<file path="src/rtl/scl_timeout_monitor.sv">
module scl_timeout_monitor #(
  parameter int LONG_W  = 16,
  parameter int SHORT_W = 14
) (
  input  logic              clk,
  input  logic              rst_n,
  input  logic              scl_i,
  input  logic              tick_i,
  input  logic              enable_i,
  input  logic              short_mode_i,
  input  logic              count_low_en_i,
  input  logic              count_high_en_i,
  input  logic              preset_we_i,
  input  logic [LONG_W-1:0] preset_val_i,
  input  logic              flag_clr_i,
  output logic [LONG_W-1:0] count_o,
  output logic              timeout_o
);
  localparam logic [LONG_W-1:0] LONG_MAX  = '1;
  localparam logic [LONG_W-1:0] SHORT_MAX = {{(LONG_W-SHORT_W){1'b0}}, {SHORT_W{1'b1}}};

  logic              scl_q;
  logic [LONG_W-1:0] cnt, cnt_nxt, limit, cnt_m;
  logic              scl_chg, level_ok, advance, wrap;

  assign limit    = short_mode_i ? SHORT_MAX : LONG_MAX;
  assign cnt_m    = cnt & limit;
  assign scl_chg  = scl_i ^ scl_q;
  assign level_ok = scl_i ? count_high_en_i : count_low_en_i;
  assign advance  = enable_i && !preset_we_i && !scl_chg && tick_i && level_ok;
  assign wrap     = advance && (cnt_m == limit);

  always_comb begin
    if (!enable_i)        cnt_nxt = '0;
    else if (preset_we_i) cnt_nxt = preset_val_i & limit;
    else if (scl_chg)     cnt_nxt = '0;
    else if (wrap)        cnt_nxt = '0;
    else if (advance)     cnt_nxt = cnt_m + 1'b1;
    else                  cnt_nxt = cnt_m;
  end

  always_ff @(posedge clk or negedge rst_n) begin
    if (!rst_n) begin
      scl_q     <= 1'b1;
      cnt       <= '0;
      timeout_o <= 1'b0;
    end else begin
      scl_q <= scl_i;
      cnt   <= cnt_nxt;
      if (wrap)            timeout_o <= 1'b1;
      else if (flag_clr_i) timeout_o <= 1'b0;
    end
  end

  assign count_o = cnt;
endmodule


</file>
<file path="config.mk">
export PLATFORM = sky130hd
export DESIGN_NAME = scl_timeout_monitor
export DESIGN_NICKNAME = d
export VERILOG_FILES = /design/src/rtl/scl_timeout_monitor.sv
export SDC_FILE = /design/constraint.sdc
export NUM_CORES = 1
export LEC_CHECK = 0
export BUFFER_PORTS_ARGS = -buffer_cell sky130_fd_sc_hd__buf_2
export CAP_MARGIN = 20
export CORE_MARGIN = 1.5
export CORE_UTILIZATION = 45
export CTS_BUF_LIST = sky130_fd_sc_hd__clkbuf_8
export CTS_CLUSTER_DIAMETER = 50
export DETAILED_ROUTE_END_ITERATION = 8
export PLACE_DENSITY = 0.83
export SLEW_MARGIN = 20
export SYNTH_ARGS = -nofsm -noshare
export SYNTH_HDL_FRONTEND = slang
export SYNTH_SLANG_ARGS = --single-unit
</file>
<file path="constraint.sdc">
create_clock -name clk -period 2.3 [get_ports clk]
set_input_delay 0.115 -clock clk [delete_from_list [all_inputs] [get_ports clk]]
set_output_delay 0.115 -clock clk [all_outputs]
set_load 0.03 [all_outputs]
</file>
# Yosys cells after proc, flatten, opt, wreduce, memory -nomap -nowiden
# Cells that the tools add are included.
# totals
register_bits	18
elab_cells	25
# classes
addsub	1
eq_ne	1
mux	9
bitwise_logic	3
n_reduce_logical	8
# op_table
op	count
2-to-1 mux 16 bit	6
AND 16 bit	2
adder 16 x 1 -> 16 bit, second input constant	1
== test 16 bit	1
logical AND 1 bit	5
2-to-1 mux 1 bit	3
logical NOT 1 bit	2
nonzero test 2 bit	1
XOR 1 bit	1

# Depth between registers and ports, before layout
# Gate-level depths: netlist of the first run.
# logic_depth
depth_word	10
depth_mapped	6
depth_no_buf	6

# Worst setup path before layout of the first run
# No wires, ideal clock.
# synth_timing
path_type	register to register
start	register cnt[0] (netlist: count_o[0])
end	register cnt[13] (netlist: count_o[13])
setup_ns	0.136
arrival_time_ns	1.785
t_required_ns	2.164
path_slack_ns	0.378
stages_incl_launch_ff	7
n_path_buf	0
path_cell_list	dfrtp_1 -> ha_1 -> and2_1 -> nand2_1 -> or3_1 -> a221oi_1 -> o21ai_0
# synth_between
elab_chain_len	7
# synth_lines
element	line	text
start: declaration	23	logic [LONG_W-1:0] cnt, cnt_nxt, limit, cnt_m;
start signal: assignment	49	cnt <= cnt_nxt;
AND 16 bit *	27	assign cnt_m = cnt & limit;
adder 16 x 1 -> 16 bit or == test 16 bit (tied branches)	38, 31	
2-to-1 mux 16 bit or logical AND 1 bit (tied branches)	38, 31	
2-to-1 mux 16 bit *	37	else if (wrap) cnt_nxt = '0;
2-to-1 mux 16 bit *	36	else if (scl_chg) cnt_nxt = '0;
2-to-1 mux 16 bit *	35	else if (preset_we_i) cnt_nxt = preset_val_i & limit;
2-to-1 mux 16 bit *	34	if (!enable_i) cnt_nxt = '0;
# Mark *: on every way between the ends. The rest lies on a longest branch, timed or not.
# A chain may end at the register's enable or synchronous reset.

# Final worst setup path of the first run
# layout_timing
start	register cnt[0] (netlist: count_o[0])
end	register cnt[5] (netlist: count_o[5])
# Same word-level chain as after synthesis.

==> qor.yml, run 1 <==
die:
  die_area_um2: 2890
  io_pins: 43
  die_w_um: 53.7
  core_um2: 2450
  start_util: 0.471
  rows: 18
  die_h_um: 53.7
route:
  drc: 0
  first_pass_iters: 4
  drt-initial-drc-count: 28
  wl_per_cell_um: 14.8
  wirelength_um: 3060
  vias: 1221
  detail-route-antenna-nets: 0
  drt-vias-per-instance: 5.93
logic_synthesis:
  synthArstFlopShare: 1.00
  syn_area_um2: 1160
  synth_top_area_cell: "dfrtp_1"
  synthTopCellsByArea: "dfrtp_1 37%, nand2_1 5.5%, o21ai_0 4.8%"
  ys_warn_count: 0
  synth_ff_type: "dfrtp_1"
  synth-edff-count: 0
  synth-seq-cells: 18
  synth_cell_types: 45
  yosysTopAreaCellShare: 0.368
  synth_top_cells_by_count: "17 x dfrtp_1, 17 x nand2_1, 11 x o21ai_0"
  syn-num-nets: 157
  yosysSeqAreaShare: 0.390
  synthCells: 130
  synth_area_per_cell_um2: 8.90
timing:
  worst_slack_ns: 0.368
  fin_skew_ns: 0.00322
  hold_viol: 0
  period_needed_ns: 1.93
  report.final.slew_viol_count: 0
  setup_tns_ns: 0
  grt_setup_unrepaired: "no"
  setup_viol: 0
  worstMarginPinSlew_ns: 0.516
  period_share: 0.840
  fmax_mhz: 518
  maxSlewHeadroom: 0.656
clock_network:
  clock_latency_ns: 0.26
  cts_root_buf: "clkbuf_8"
  clk_path_buf_depth: 2
  clk_pin_slew_ns: 0.07
  htreeDepth: 1
  cts_setup_buffers: 0
  cts_resized: 0
  cts_made_buffers: 3
  cts_tree: "built"
  clock-sinks: 18
worst_hold_path:
  hp-class: "input pin to flop"
cells_and_area:
  syn_to_final_growth_pct: 26.6
  design_area_um2: 1470
  nNetsFinal: 204
  diodes: 0
  final_cells: 206
  drive_gt1_frac: 0.313
  fillers: 234
setup_path:
  cp_data_arrival_time_ns: 2.08
  critical_path_required_ns: 2.45
  worst-path-max-fanout: 7
  path_class: "flop to flop"
  start_kind: "flop"
  end_kind: "flop"
pwr:
  combPwrFrac: 0.191
  switchingPower_uw: 216
  powerDensity_nw_per_um2: 491
  p_leak_uw: 0.000670
  swShare: 0.300
  internal_power_uw: 503
  clkPwrFrac: 0.318
  peakVddDrop_mv: 0.418
  p_seq_frac: 0.491
place:
  dp_hpwl_um: 2340
  dp.cells: 200
  place_area_um2: 1400
  place_ws_ns: 0.395
  io_buffers: 42
  gp_congestion: 0.854
global_routing:
  grt_max_degree: 19
  overflow: 0
  antenna_found_initial: 0
  first_global_vias: 1101
  grt_use_total: 0.228
  grt_pass1_wl_um: 4800
job:
  maxCapViolCount: 0
run_status:
  status: "complete, no violations"
==> final cells by class <==
type / instances / area (um^2) / share of cell area
Clock buffer: 3 / 41.3 / 0.0282
Multi-Input combinational cell: 105 / 678 / 0.463
Sequential cell: 18 / 452 / 0.308
Tap cell: 30 / 37.5 / 0.0256
Clock inverter: 1 / 3.75 / 0.00256
Inverter: 4 / 15.0 / 0.0102
Timing Repair Buffer: 45 / 238 / 0.162
==> cells by family (layout without fill, tap and decap cells) <==
family | count (synthesis) | count (layout) | synth area share
adder cells (fa/ha/maj) | 1 | 1 | 0.0108
multiplexers | 1 | 1 | 0.00973
buffers and inverters | 7 | 53 | 0.0238
AO/OA/AOI/OAI | 38 | 38 | 0.225
AND/OR/NAND/NOR | 59 | 59 | 0.295
flip-flops | 18 | 18 | 0.390
XOR/XNOR | 6 | 6 | 0.0454
==> power by group through the flow <==
| stage | Clock (uW) | Sequential [uW] | Combinational [uW] |
|---|---|---|---|
| floorplan | 0 | 383 | 49.4 |
| global placement | 0 | 357 | 132 |
| detailed placement | 0 | 359 | 135 |
| CTS | 232 | 353 | 138 |
| global route | 244 | 356 | 150 |
| finish | 229 | 353 | 137 |
==> placed cells by master (no fill, tap or decap), types with 2 or more instances in the layout <==
cell type / netlist / final
buf_2: 0 / 42
dfrtp_1: 17 / 17
nand4_1: 4 / 4
a22oi_1: 5 / 5
and2_1: 4 / 4
nor2_1: 9 / 9
nand2_1: 17 / 17
dlygate4sd3_1: 0 / 2
nand3_1: 9 / 9
a21oi_1: 6 / 6
xnor2_1: 5 / 5
o21ai_0: 11 / 11
and3_1: 2 / 2
nor2b_1: 2 / 2
inv_1: 4 / 5
o31a_1: 2 / 2
nor3_1: 2 / 2
clkbuf_8: 0 / 3
==> metal layers <==
layer | share of wire | global-route usage | up-vias
li1 | - | - | 585
met3 | 0.059 | 0.0333 | 10
met4 | 0.024 | 0.103 | 0
met2 | 0.46 | 0.380 | 55
met1 | 0.46 | 0.288 | 571
met5 | 0 | 0 | -
==> worst max-delay path, stage by stage, from the launching register on <==
cell,delay [ns]
dfrtp_1,0.45
ha_1,0.29
nand2_1,0.11
nor4_2,0.42
a211o_2,0.27
o22ai_1,0.09
a21o_1,0.19
==> registers in the layout, indices dropped and copies added (netlist names) <==
signal / cells
count_o: 16
scl_q: 1
timeout_o: 1
==> repair_timing <==
| item | in CTS | in global routing |
|---|---|---|
| setup endpoints to repair | 0 | 0 |
| hold endpoints to repair | 18 | 0 |
| hold buffers | 2 | 0 |
==> path summary, 6_finish.rpt <==
check	startpoint	end	slack, ns	cells after the start
hold / removal	flag_clr_i	timeout_o	0.04	2
min in group asynchronous	rst_n	count_o[11]	0.31	2
setup reg to reg	count_o[0]	count_o[5]	0.37	6
max in group asynchronous	rst_n	scl_q	1.66	2
hold reg to reg	timeout_o	timeout_o	0.57	2
setup / recovery	count_o[0]	count_o[5]	0.37	6
==> metrics by stage <==
step / power, uW / util / hold WS [ns]
detailed placement: 494 / 0.570 / 0.0734
global placement: 490 / 0.570 / 0.0641
CTS: 723 / 0.597 / 0.0382
global route: 750 / 0.597 / 0.0485
finish: 719 / 0.597 / 0.0411
floorplan: 432 / - / -0.181
No activity file was read; power rests on OpenSTA's default activity.
==> run 2, diff against run 1 <==
--- a/config.mk
+++ b/config.mk
@@ -5,6 +5,7 @@
 export SDC_FILE = /design/constraint.sdc
 export NUM_CORES = 1
 export LEC_CHECK = 0
+export ABC_AREA = 1
 export BUFFER_PORTS_ARGS = -buffer_cell sky130_fd_sc_hd__buf_2
 export CAP_MARGIN = 20
 export CORE_MARGIN = 1.5
@@ -12,7 +13,7 @@
 export CTS_BUF_LIST = sky130_fd_sc_hd__clkbuf_8
 export CTS_CLUSTER_DIAMETER = 50
 export DETAILED_ROUTE_END_ITERATION = 8
-export PLACE_DENSITY = 0.83
+export PLACE_DENSITY = 0.81
 export SLEW_MARGIN = 20
 export SYNTH_ARGS = -nofsm -noshare
 export SYNTH_HDL_FRONTEND = slang
==> constraint.sdc (replaced) <==
create_clock -name clk -period 1.8 [get_ports clk]
set_input_delay 0.09 -clock clk [delete_from_list [all_inputs] [get_ports clk]]
set_output_delay 0.09 -clock clk [all_outputs]
set_load 0.03 [all_outputs]
==> qor.yml, run 2 <==
route:
  wl_met2_um: 1410  # +0.50%
  wl_per_cell_um: 11.4  # -23%
  met1_length_um: 1520  # +9.0%
  drt-vias-per-instance: 4.99  # -16%
  drc: 0  # unchanged
  vias: 1396  # +14%
  top_layer_used: "met4"
  detail-route-antenna-nets: 0  # unchanged
  first_pass_iters: 4  # unchanged
  dr_wl_met3_um: 204  # +13%
  wirelength_um: 3180  # +4.2%
  drt-initial-drc-count: 35  # +25%
logic_synthesis:
  synth-seq-cells: 18  # unchanged
  synth_ff_type: "dfrtp_1"
  synthCells: 203  # +56%
  synthArstFlopShare: 1.00  # unchanged
  synth-edff-count: 0  # unchanged
  yosysTopAreaCellShare: 0.319  # -0.0486
  yosysSeqAreaShare: 0.339  # -0.0516
  ys_warn_count: 0  # unchanged
  synthTopCellsByArea: "dfrtp_1 32%, nand2_1 23%, inv_1 7.0%"
  synth_cell_types: 26  # -42%
  synth_top_area_cell: "dfrtp_1"
  synth_area_per_cell_um2: 6.57  # -26%
  syn-num-nets: 230  # +46%
  synth_top_cells_by_count: "83 x nand2_1, 25 x inv_1, 17 x dfrtp_1"
  syn_area_um2: 1330  # +15%
  synth.most_common_cell: "nand2_1"
cells_and_area:
  largest_reg_flops: 16  # unchanged
  drive_gt1_frac: 0.261  # -0.0515
  design_area_um2: 1630  # +11%
  fillers: 277  # +18%
  syn_to_final_growth_pct: 21.9
  diodes: 0  # unchanged
  utilization: 0.584  # -0.0125
  final_common_cell: "nand2_1"
  nNetsFinal: 277  # +36%
  final_cell_mix: "83 x nand2_1, 42 x buf_2, 26 x inv_1"
timing:
  period_share: 0.909  # +0.0688
  setup_viol: 0  # unchanged
  worstMarginPinSlew_ns: 0.418  # -0.0983 ns
  grt_setup_unrepaired: "no"
  worst_slack_ns: 0.164  # -0.204 ns
  maxSlewHeadroom: 0.721  # +0.0655
  hold_viol: 0  # unchanged
  period_needed_ns: 1.64  # -0.296 ns
  setup_tns_ns: 0  # unchanged
  fin_skew_ns: 0.00965  # +0.00643 ns
  fmax_mhz: 611  # +18%
  report.final.slew_viol_count: 0  # unchanged
clock_network:
  cts_tree: "built"
  clock-sinks: 18  # unchanged
  clk_pin_slew_ns: 0.07  # about the same
  clk_path_buf_depth: 2  # unchanged
  htreeDepth: 1  # unchanged
  cts_root_buf: "clkbuf_8"
  cts_resized: 0  # unchanged
  cts_made_buffers: 3  # unchanged
  clock_latency_ns: 0.26  # about the same
run_status:
  status: "complete, no violations"
pwr:
  finalPower_uw: 933  # +30%
  peakVddDrop_mv: 0.417  # -0.30%
  powerDensity_nw_per_um2: 574  # +17%
  combPwrFrac: 0.211  # +0.020
  switchingPower_uw: 287  # +33%
  internal_power_uw: 646  # +29%
  p_leak_uw: 0.000910  # +36%
  clkPwrFrac: 0.310  # -0.008
  swShare: 0.307  # +0.00684
  p_seq_frac: 0.479  # -0.012
job:
  maxCapViolCount: 0  # unchanged
die:
  die_h_um: 57.4  # +6.9%
  core_um2: 2780  # +13%
  die_w_um: 57.4  # +6.9%
  die_area_um2: 3300  # +14%
  start_util: 0.480  # +0.00807
  io_pins: 43  # unchanged
  rows: 19  # +1
worst_hold_path:
  hp-class: "input pin to flop"
  hold_start: "flag_clr_i"
global_routing:
  first_global_vias: 1237  # +12%
  overflow: 0  # unchanged
  antenna_found_initial: 0  # unchanged
  grt_max_degree: 19  # unchanged
  grt_pass1_wl_um: 5310  # +10%
  grt_use_total: 0.202  # -0.0254
setup_path:
  worst-path-max-fanout: 15  # +8
  start_kind: "flop"
  end_kind: "flop"
  r2r-start: "scl_q"
  cp_data_arrival_time_ns: 1.78  # -0.30 ns
  worstSetupStartpoint: "scl_q"
  path_class: "flop to flop"
  critical_path_required_ns: 1.94  # -0.51 ns
place:
  place_area_um2: 1560  # +11%
  place_ws_ns: 0.196  # -0.199 ns
  gp_congestion: 0.895  # +4.8%
  dp_hpwl_um: 2340  # about the same
  io_buffers: 42  # unchanged
## run 2: cell count changes in the layout (fill, tap and decap cells not counted), sizes merged, moves of 3 or more
cell and delta:
inv +23, xnor2 -3, nand3 +8, and2 -4, nor2 +5, a22oi -5
nand2 +69
## run 2: per-stage QoR
step | hold slack [ns] | instances
after global routing | 0.0260 | 280
after floorplan | -0.206 | 203
final | 0.0143 | 280
after CTS | 0.0142 | 280
after detailed placement | 0.0406 | 274
after global placement | 0.0450 | 274
## run 2: final timing paths
path / end / slack (ns) / cells past startpoint
hold reg to reg: timeout_o / 0.53 / 2
hold / removal: timeout_o / 0.01 / 2
setup / recovery: count_o[11] / 0.16 / 9
min in group asynchronous: count_o[13] / 0.29 / 2
setup reg to reg: count_o[11] / 0.16 / 9
max in group asynchronous: scl_q / 1.17 / 2
## run 2: logic make-up after synthesis
group	Yosys count	share of synthesized area
AND/OR/NAND/NOR	128	0.432
adder cells (fa/ha/maj)	1	0.00938
XOR/XNOR	5	0.0328
AO/OA/AOI/OAI	19	0.0760
flip-flops	18	0.339
buffers and inverters	32	0.112
## run 2: power groups by stage
stage | combinational, uW | sequential (uW) | clock, uW
after floorplan | 88.0 | 488 | 0
after global placement | 192 | 454 | 0
after detailed placement | 193 | 454 | 0
after CTS | 198 | 447 | 298
after global routing | 220 | 450 | 311
final | 197 | 447 | 290
## run 2: area by class of cell
class	instances	area [um^2]	share of cell area
clock buffers	3	41.3	0.0254
well taps	31	38.8	0.0239
repair buffers	47	253	0.156
inverters	27	104	0.0639
clock inverters	1	3.75	0.00231
multi-input cells	153	733	0.451
flip-flops and latches	18	452	0.278
## run 2: timing repair
action                                  4_1_cts  5_1_grt
buffers inserted                              0        0
hold buffers                                  2        0
endpoints found under the setup margin        0        2
endpoints found under the hold margin        18        0
## run 2: critical path, cell delays in order, from the launching register on
cell,delay (ns)
dfstp_2,0.52
inv_1,0.04
nand2_1,0.08
nand3_2,0.10
nor2_4,0.33
nand3_2,0.18
nand3_1,0.12
nand2_1,0.05
nand2_1,0.05
o21ai_1,0.05
## run 2: metal layers
layer  up-vias  track usage
met4         0       0.0731
met3         5       0.0227
met5         -            0
li1        729            -
met2        41        0.315
met1       621        0.290
